## src/rtl/adc_seq_pkg.sv

```systemverilog
`timescale 1ns/1ps
package adc_seq_pkg;
  typedef enum logic [1:0] {
    ST_CONVERT = 2'd0,
    ST_SLEEP   = 2'd1,
    ST_DOUT    = 2'd2
  } seq_state_e;
endpackage

```

## src/rtl/adc_seq_sync.sv

```systemverilog
`timescale 1ns/1ps
module adc_seq_sync #(
  parameter int unsigned    W       = 1,
  parameter int unsigned    STAGES  = 2,
  parameter logic [W-1:0]   RST_VAL = '0
) (
  input  logic         clk,
  input  logic         rst_n,
  input  logic [W-1:0] din,
  output logic [W-1:0] dout
);
  for (genvar b = 0; b < W; b++) begin : g_bit
    logic [STAGES-1:0] pipe_q;
    logic [STAGES-1:0] pipe_d;

    always_comb pipe_d = {pipe_q[STAGES-2:0], din[b]};

    always_ff @(posedge clk or negedge rst_n) begin
      if (!rst_n) pipe_q <= {STAGES{RST_VAL[b]}};
      else        pipe_q <= pipe_d;
    end

    assign dout[b] = pipe_q[STAGES-1];
  end
endmodule

```

## src/rtl/adc_seq_timer.sv

```systemverilog
`timescale 1ns/1ps
module adc_seq_timer #(
  parameter int unsigned CYCLES = 6_660_000
) (
  input  logic clk,
  input  logic rst_n,
  input  logic run,
  output logic done
);
  localparam int unsigned CW = $clog2(CYCLES + 1);
  localparam logic [CW-1:0] LAST = CW'(CYCLES - 1);

  logic [CW-1:0] cnt_q;
  logic [CW-1:0] cnt_d;

  always_comb begin
    done  = run && (cnt_q == LAST);
    cnt_d = run ? cnt_q + 1'b1 : '0;
  end

  always_ff @(posedge clk or negedge rst_n) begin
    if (!rst_n) cnt_q <= '0;
    else        cnt_q <= cnt_d;
  end

  // expiry is a single-cycle pulse; the sequencer must leave conversion on it
  p_done_pulse_r2: assert property (@(posedge clk) disable iff (!rst_n)
    done |=> !done);
endmodule

```

## src/rtl/adc_seq_shifter.sv

```systemverilog
`timescale 1ns/1ps
module adc_seq_shifter #(
  parameter int unsigned W = 16
) (
  input  logic         clk,
  input  logic         rst_n,
  input  logic         load,
  input  logic [W-1:0] din,
  input  logic         shift,
  output logic         msb
);
  logic [W-1:0] sh_q;
  logic [W-1:0] sh_d;

  always_comb begin
    sh_d = sh_q;
    if (load)       sh_d = din;
    else if (shift) sh_d = {sh_q[W-2:0], 1'b0};
  end

  always_ff @(posedge clk or negedge rst_n) begin
    if (!rst_n) sh_q <= '0;
    else        sh_q <= sh_d;
  end

  assign msb = sh_q[W-1];

  // the held word does not change unless loaded or shifted
  p_hold_r10: assert property (@(posedge clk) disable iff (!rst_n)
    (!load && !shift) |=> $stable(sh_q));
endmodule

```

## src/rtl/adc_seq_ctrl.sv

```systemverilog
`timescale 1ns/1ps
module adc_seq_ctrl
  import adc_seq_pkg::*;
#(
  parameter int unsigned DATA_W = 16
) (
  input  logic       clk,
  input  logic       rst_n,
  input  logic       cs_s,
  input  logic       sck_s,
  input  logic       conv_done,
  output seq_state_e state,
  output logic       load,
  output logic       shift
);
  localparam int unsigned CNT_W = $clog2(DATA_W);
  localparam logic [CNT_W-1:0] LAST_BIT = CNT_W'(DATA_W - 1);

  seq_state_e       state_q, state_d;
  logic [CNT_W-1:0] bit_q, bit_d;
  logic             cs_d_q, sck_d_q;
  logic             cs_rise, sck_fall, both_low;

  always_comb begin
    cs_rise  = cs_s & ~cs_d_q;
    sck_fall = ~sck_s & sck_d_q;
    both_low = ~cs_s & ~sck_s;
  end

  always_comb begin
    state_d = state_q;
    bit_d   = bit_q;
    load    = 1'b0;
    shift   = 1'b0;
    unique case (state_q)
      ST_CONVERT: begin
        if (conv_done) begin
          load    = 1'b1;
          bit_d   = '0;
          state_d = both_low ? ST_DOUT : ST_SLEEP;
        end
      end
      ST_SLEEP: begin
        if (both_low) begin
          bit_d   = '0;
          state_d = ST_DOUT;
        end
      end
      ST_DOUT: begin
        if (cs_rise) begin
          state_d = ST_CONVERT;
        end else if (sck_fall) begin
          if (bit_q == LAST_BIT) begin
            state_d = ST_CONVERT;
          end else begin
            bit_d = bit_q + 1'b1;
            shift = 1'b1;
          end
        end
      end
      default: state_d = ST_CONVERT;
    endcase
  end

  always_ff @(posedge clk or negedge rst_n) begin
    if (!rst_n) begin
      state_q <= ST_CONVERT;
      bit_q   <= '0;
      cs_d_q  <= 1'b1;
      sck_d_q <= 1'b0;
    end else begin
      state_q <= state_d;
      bit_q   <= bit_d;
      cs_d_q  <= cs_s;
      sck_d_q <= sck_s;
    end
  end

  assign state = state_q;

  // the host cannot cut a conversion short
  p_convert_hold_r2: assert property (@(posedge clk) disable iff (!rst_n)
    (state_q == ST_CONVERT && !conv_done) |=> state_q == ST_CONVERT);

  // readout is entered from sleep only after select and clock were both low
  p_sleep_exit_r3: assert property (@(posedge clk) disable iff (!rst_n)
    (state_q == ST_DOUT && $past(state_q) == ST_SLEEP) |-> $past(!cs_s && !sck_s));

  // the final falling edge closes the readout
  p_last_edge_r5: assert property (@(posedge clk) disable iff (!rst_n)
    (state_q == ST_DOUT && sck_fall && !cs_rise && bit_q == LAST_BIT) |=> state_q == ST_CONVERT);

  // a select rising edge aborts the readout
  p_abort_r6: assert property (@(posedge clk) disable iff (!rst_n)
    (state_q == ST_DOUT && cs_rise) |=> state_q == ST_CONVERT);
endmodule

```

## src/rtl/adc_serial_seq.sv

```systemverilog
`timescale 1ns/1ps
module adc_serial_seq
  import adc_seq_pkg::*;
#(
  parameter int unsigned DATA_W      = 16,
  parameter int unsigned CONV_CYCLES = 6_660_000,
  parameter int unsigned SYNC_STAGES = 2
) (
  input  logic              clk_i,
  input  logic              rst_ni,
  input  logic              cs_n_i,
  input  logic              sck_i,
  input  logic [DATA_W-1:0] result_i,
  output logic              sdo_o,
  output logic              sdo_oe_o,
  output logic              low_power_o
);
  logic [1:0] pins_s;
  logic       cs_s, sck_s;
  logic       conv_done, load, shift, msb;
  seq_state_e state;

  adc_seq_sync #(
    .W       (2),
    .STAGES  (SYNC_STAGES),
    .RST_VAL (2'b10)
  ) u_sync (
    .clk   (clk_i),
    .rst_n (rst_ni),
    .din   ({cs_n_i, sck_i}),
    .dout  (pins_s)
  );

  assign cs_s  = pins_s[1];
  assign sck_s = pins_s[0];

  adc_seq_timer #(
    .CYCLES (CONV_CYCLES)
  ) u_timer (
    .clk   (clk_i),
    .rst_n (rst_ni),
    .run   (state == ST_CONVERT),
    .done  (conv_done)
  );

  adc_seq_ctrl #(
    .DATA_W (DATA_W)
  ) u_ctrl (
    .clk       (clk_i),
    .rst_n     (rst_ni),
    .cs_s      (cs_s),
    .sck_s     (sck_s),
    .conv_done (conv_done),
    .state     (state),
    .load      (load),
    .shift     (shift)
  );

  adc_seq_shifter #(
    .W (DATA_W)
  ) u_shift (
    .clk   (clk_i),
    .rst_n (rst_ni),
    .load  (load),
    .din   (result_i),
    .shift (shift),
    .msb   (msb)
  );

  always_comb begin
    sdo_oe_o    = ~cs_s;
    low_power_o = (state == ST_SLEEP) & cs_s;
    unique case (state)
      ST_DOUT:    sdo_o = msb;
      ST_CONVERT: sdo_o = 1'b1;
      default:    sdo_o = 1'b0;
    endcase
  end

  // the low-power flag never coincides with a driven data line
  p_lowpower_r12: assert property (@(posedge clk_i) disable iff (!rst_ni)
    low_power_o |-> !sdo_oe_o);
endmodule

```

## config.mk

```make
export PLATFORM = sky130hd
export DESIGN_NAME = adc_serial_seq
export DESIGN_NICKNAME = d
export VERILOG_FILES = /design/src/rtl/adc_seq_pkg.sv /design/src/rtl/adc_seq_sync.sv /design/src/rtl/adc_seq_timer.sv /design/src/rtl/adc_seq_shifter.sv /design/src/rtl/adc_seq_ctrl.sv /design/src/rtl/adc_serial_seq.sv
export SDC_FILE = /design/constraint.sdc
export NUM_CORES = 1
export LEC_CHECK = 0
export BUFFER_PORTS_ARGS = -buffer_cell sky130_fd_sc_hd__buf_2
export CORE_MARGIN = 1
export CORE_UTILIZATION = 53
export DETAILED_ROUTE_END_ITERATION = 16
export GPL_ROUTABILITY_DRIVEN = 0
export PLACE_DENSITY = 0.78
export SYNTH_ARGS = -nofsm -noshare
export SYNTH_HDL_FRONTEND = slang
export SYNTH_SLANG_ARGS = --single-unit
```

## constraint.sdc

```tcl
create_clock -name clk_i -period 1.5 [get_ports clk_i]
set_input_delay 0.15 -clock clk_i [delete_from_list [all_inputs] [get_ports clk_i]]
set_output_delay 0.15 -clock clk_i [all_outputs]
set_load 0.01 [all_outputs]
```

## Word level (Yosys, flattened, before mapping)

Cells that the tools add are included.

| storage, ports and cells | value |
|---|---|
| register bits after elaboration | 51 |
| latch bits | 0 |
| bits in writable memories | 0 |
| bits in read-only memories | 0 |
| output and inout port bits | 3 |
| word-level logic and storage cells | 57 |
| memories | 0 |

| operators by class | value |
|---|---|
| add/sub/neg operators | 2 |
| multiply operators | 0 |
| div/mod/pow operators | 0 |
| $lt $le $gt $ge | 0 |
| equal/unequal tests | 11 |
| shift-type cells | 0 |
| muxes and demuxes | 23 |
| bitwise logic cells | 7 |
| reduce and logical (&&, ||, !) cells | 6 |

Operators with widths:

| operator | number |
|---|---|
| two-way mux 16 bit | 2 |
| adder 23 x 1 -> 23 bit (second input constant) | 1 |
| equality test 23 bit (second input constant) | 1 |
| two-way mux 23 bit | 1 |
| two-way mux 4 bit | 5 |
| two-way mux 2 bit | 6 |
| case mux 4 bit (3 select lines) | 1 |
| two-way mux 1 bit | 6 |
| != test 2 bit (second input constant) | 3 |
| != test 3 x 1 -> 1 bit (second input constant) | 2 |
| case mux 2 bit (3 select lines) | 1 |
| AND reduction 6 bit | 1 |
| adder 4 x 1 -> 4 bit (second input constant) | 1 |
| bitwise AND 1 bit | 4 |
| equality test 4 bit (second input constant) | 1 |
| != test 2 x 1 -> 1 bit (second input constant) | 2 |
| AND reduction 4 bit | 1 |
| NOT 1 bit | 3 |
| nonzero test 3 bit | 1 |
| equality test 2 x 1 -> 1 bit (second input constant) | 1 |
| equality test 2 bit (second input constant) | 1 |
| zero test 2 bit | 1 |
| case mux 1 bit (2 select lines) | 1 |
| nonzero test 2 bit | 1 |
| logical AND 1 bit | 1 |

## Logic depth before layout (Yosys ltp)

| logic depth | value |
|---|---|
| depth after elaboration | 7 |
| mapped depth | 7 |
| mapped depth without buffers | 5 |

## By module

From an unflattened synthesis, not the netlist that was laid out.

| second synthesis, totals | value |
|---|---|
| cell total of the unflattened synthesis | 250 |
| area, all modules | 2563.7 um^2 |

Modules (own cells, without submodules):

| module | times used | cells each | area each (um^2) |
|---|---|---|---|
| adc_seq_timer | 1 | 122 | 1183.6 |
| adc_seq_shifter | 1 | 69 | 742.0 |
| adc_seq_ctrl | 1 | 47 | 496.7 |
| adc_seq_sync | 1 | 6 | 117.6 |
| adc_serial_seq | 1 | 6 | 23.8 |

## Worst setup path after synthesis

No wires, ideal clock.

| path | value |
|---|---|
| path kind | register to register |
| start | register u_timer.cnt_q[6] |
| end | register u_shift.sh_q[10] |
| library setup time | 0.131 ns |
| data arrival time | 1.494 ns |
| data required time | 1.369 ns |
| slack | -0.125 ns |
| cell stages (with the launch flop) | 6 |
| period minus slack after synthesis | 1.625 ns |
| cell sequence | dfrtp_1 -> nor4b_1 -> nand4_1 -> nor3_2 -> buf_4 -> o211ai_1 |

| between the ends | value |
|---|---|
| longest elaborated chain between the ends | 5 |
| elaborated cells on any way between the ends | 6 |

Ends and longest elaborated chain:

| what | RTL line | RTL |
|---|---|---|
| start: declaration | adc_seq_timer.sv:13 | `logic [CW-1:0] cnt_q;` |
| start signal: assignment | adc_seq_timer.sv:23 | `else cnt_q <= cnt_d;` |
| equality test 23 bit (*) | adc_seq_timer.sv:17 | `done = run && (cnt_q == LAST);` |
| logical AND 1 bit (*) | adc_seq_timer.sv:17 |  |
| two-way mux 1 bit (*) | adc_seq_ctrl.sv:37 | `if (conv_done) begin` |
| two-way mux 1 bit (*) | adc_seq_ctrl.sv:35 | `unique case (state_q)` |
| two-way mux 16 bit / nonzero test 2 bit (equally long branches) | - |  |
| end signal: assignment | adc_seq_shifter.sv:22 | `if (!rst_n) sh_q <= '0;` |
| end signal: assignment | adc_seq_shifter.sv:23 | `else sh_q <= sh_d;` |
| end: declaration | adc_seq_shifter.sv:12 | `logic [W-1:0] sh_q;` |

Every way passes the cells marked *; elsewhere a longest branch is shown, timed or not.
A chain may end at the register's enable or synchronous reset.

## Final worst setup path

| path | value |
|---|---|
| start | register u_timer.cnt_q[17] |
| end | register u_shift.sh_q[7] |

The elaborated chain is that of the path after synthesis.

==> metrics.cfg <==
[floorplanning]
fp.dieArea_um2 = 5160
fp.dieW_um = 71.9
rows = 25
start_util_pct = 54.8
core_um2 = 4720
boundaryPins = 23
fp.dieH_um = 71.9

[run_status]
status = finished, violations left
violations = setup timing

[critical_path]
arrival_ps = 1880
critPathLaunchType = flop
critPathSlowestCell = dfrtp_1
cpPeakStageDelay_ps = 430
end_kind = flop
critical_path_class = reg2reg
worstPathRequired_ps = 1690
path_cells = nor4b_2 > nand4_1 > nor3_4 > clkbuf_16 > o211ai_1
critPathMaxFanout = 8

[synthesis]
synth_area_leaders = dfrtp_1 (46%), nand2_1 (6.0%), nand4_1 (5.1%)
ys_async_sr_fraction_pct = 100
ys_ff_latch = 51
synth_cell_type_count = 45
synth_area_per_cell_um2 = 9.47
synth_edf_count = 0
yosysWarnings = 0
syn_nets = 295
synth_area_um2 = 2590
yosysSeqAreaShare_pct = 49.5
synth-main-ff-cell = dfrtp_1
synth_common_cells = dfrtp_1 (48), nand2_1 (41), nand4_1 (21)
synth.most_common_cell = dfrtp_1
netlist_instances = 273
synth_largest_area_cell = dfrtp_1
synth_top_area_share_pct = 46.4

[cells_and_area]
syn2layout_area_growth_pct = 42.1
design_area_um2 = 3670
num-fill-cells = 294
final-seq-area_um2 = 1280
layout.nets = 379
layout-drive-gt1-share_pct = 41.5
num_antenna_cells = 0
multi_input_area_um2 = 1470

[pwr]
cellLeakagePower_nw = 1.62
cellPowerDensity_nw_per_um2 = 625
ir_drop_mv = 0.490
p_total_mw = 2.30

[cts]
cts.clk_slew.worst_paths_ps = 100
cts.sinks = 51
cts_root_buf = clkbuf_8
cts_buffers = 5
cts_tree = done
clk_latency_ps = 310
clock_path_buffers = 2
ctsHtreeMaxLevel = 2

[detailed_routing]
drc_errors = 0
vias = 2459
viasPerCell = 5.80
drt-pass1-iter-count = 4
final_antenna_net_count = 0
wirelength_um = 6930
wl_per_cell_um = 16.3
drt_iter0_drc = 167

[grt]
grt_max_degree = 31
grt_usage_pct = 26.2
grt_pass1_wl_um = 10500
grt_overflow_total = 0
grt_pass1_vias = 2302
antenna_found_initial = 0

[job]
drv_cap = 0

[sta]
finalHoldViolCount = 0
hold_slack_ps = 69.5
slew_headroom_pct = 64.6
skew_ps = 13.9
rsz0062_at_grt = yes
worstMarginPinSlew_ps = 530
setup_viol = 33
min_period_over_period_pct = 113
fin_crit_ps = 1690
setup_slack_ps = -192
slew_viol_final = 0
setup_tns_ps = -4450
timing.fmax_mhz = 591

[placement]
hpwl_um = 4370
placement.cell_area_um2 = 3200
pre_cts_slack_ps = -108
port_buffers = 22

[hold_path]
worstHoldPathType = in2reg

==> logic make-up after synthesis <==
group           share of synthesized area [%]
xor+xnor                                 3.39
fa+ha+maj                               0.967
simple gates                             28.1
buf+inv                                  3.87
mux                                      1.55
flops                                    49.5
compound gates                           12.7
==> flip-flops by register name, summed over array words and instances (netlist names) <==
signal               flops
u_sync.g_bit.pipe_q      4
u_shift.sh_q            16
u_ctrl.cs_d_q            1
u_ctrl.bit_q             4
u_timer.cnt_q           23
u_ctrl.sck_d_q           1
u_ctrl.state             2
==> layer usage <==
metal / track usage (%) / wire length, µm
met5: 0 / 0
met4: 9.37 / 117
met3: 4.22 / 213
met2: 43.1 / 3640
met1: 35.3 / 2960
==> worst max-delay path, delay by kind of cell (launching register included) <==
| family | cells | cell delay [ps] |
|---|---|---|
| simple gates | 3 | 860 |
| flops | 1 | 430 |
| buf+inv | 1 | 210 |
| compound gates | 1 | 80 |
==> timing repair <==
action / 4_1_cts / 5_1_grt
resized for setup: 14 / 42
gates cloned: 0 / 2
endpoints found under the hold margin: 20 / 0
setup endpoints to repair: 31 / 36
hold buffers: 3 / 0
pin swaps: 8 / 26
setup buffers: 4 / 7
==> layout make-up <==
cell class / instances / area share (%)
well taps: 67 / 2.28
repair buffers: 93 / 19.8
flip-flops and latches: 51 / 34.8
clock inverters: 1 / 0.136
inverters: 7 / 0.715
multi-input cells: 199 / 40.0
clock buffers: 6 / 2.25
==> cells in the final DEF (no fill, tap or decap), drive strengths merged, types with 8 or more instances in the layout <==
| cell type | synthesis | routed |
|---|---|---|
| nor2 | 15 | 15 |
| o21ai | 9 | 9 |
| nand4 | 21 | 21 |
| nand3 | 13 | 13 |
| buf | 9 | 89 |
| and3 | 8 | 8 |
| o211ai | 14 | 14 |
| nand2 | 42 | 42 |
| a21oi | 11 | 11 |
| dfrtp | 48 | 48 |
| or3 | 10 | 10 |
==> path summary, 6_finish.rpt <==
path,start,to,slack (ps),cells after the start
setup / recovery,u_timer.cnt_q[17],u_shift.sh_q[7],-190,5
hold / removal,result_i[0],u_shift.sh_q[0],70,3
setup reg to reg,u_timer.cnt_q[17],u_shift.sh_q[7],-190,5
hold reg to reg,u_sync.g_bit[0].pipe_q[0],u_sync.g_bit[0].pipe_q[1],360,0
max in group asynchronous,rst_ni,u_timer.cnt_q[17],580,3
min in group asynchronous,rst_ni,u_shift.sh_q[3],360,2
==> power by group <==
group	internal, mW	total (mW)	switching (mW)
logic	0.0474	0.101	0.0538
clock network	0.363	0.806	0.443
registers	1.39	1.39	0.00583
total	1.80	2.30	0.502
==> per-stage QoR <==
stage / instances / util (%)
floorplan: 273 / -
global placement: 402 / 67.7
detailed placement: 402 / 67.7
CTS: 416 / 72.1
global route: 424 / 77.8
finish: 424 / 77.8
No activity file was read; power rests on OpenSTA's default activity.
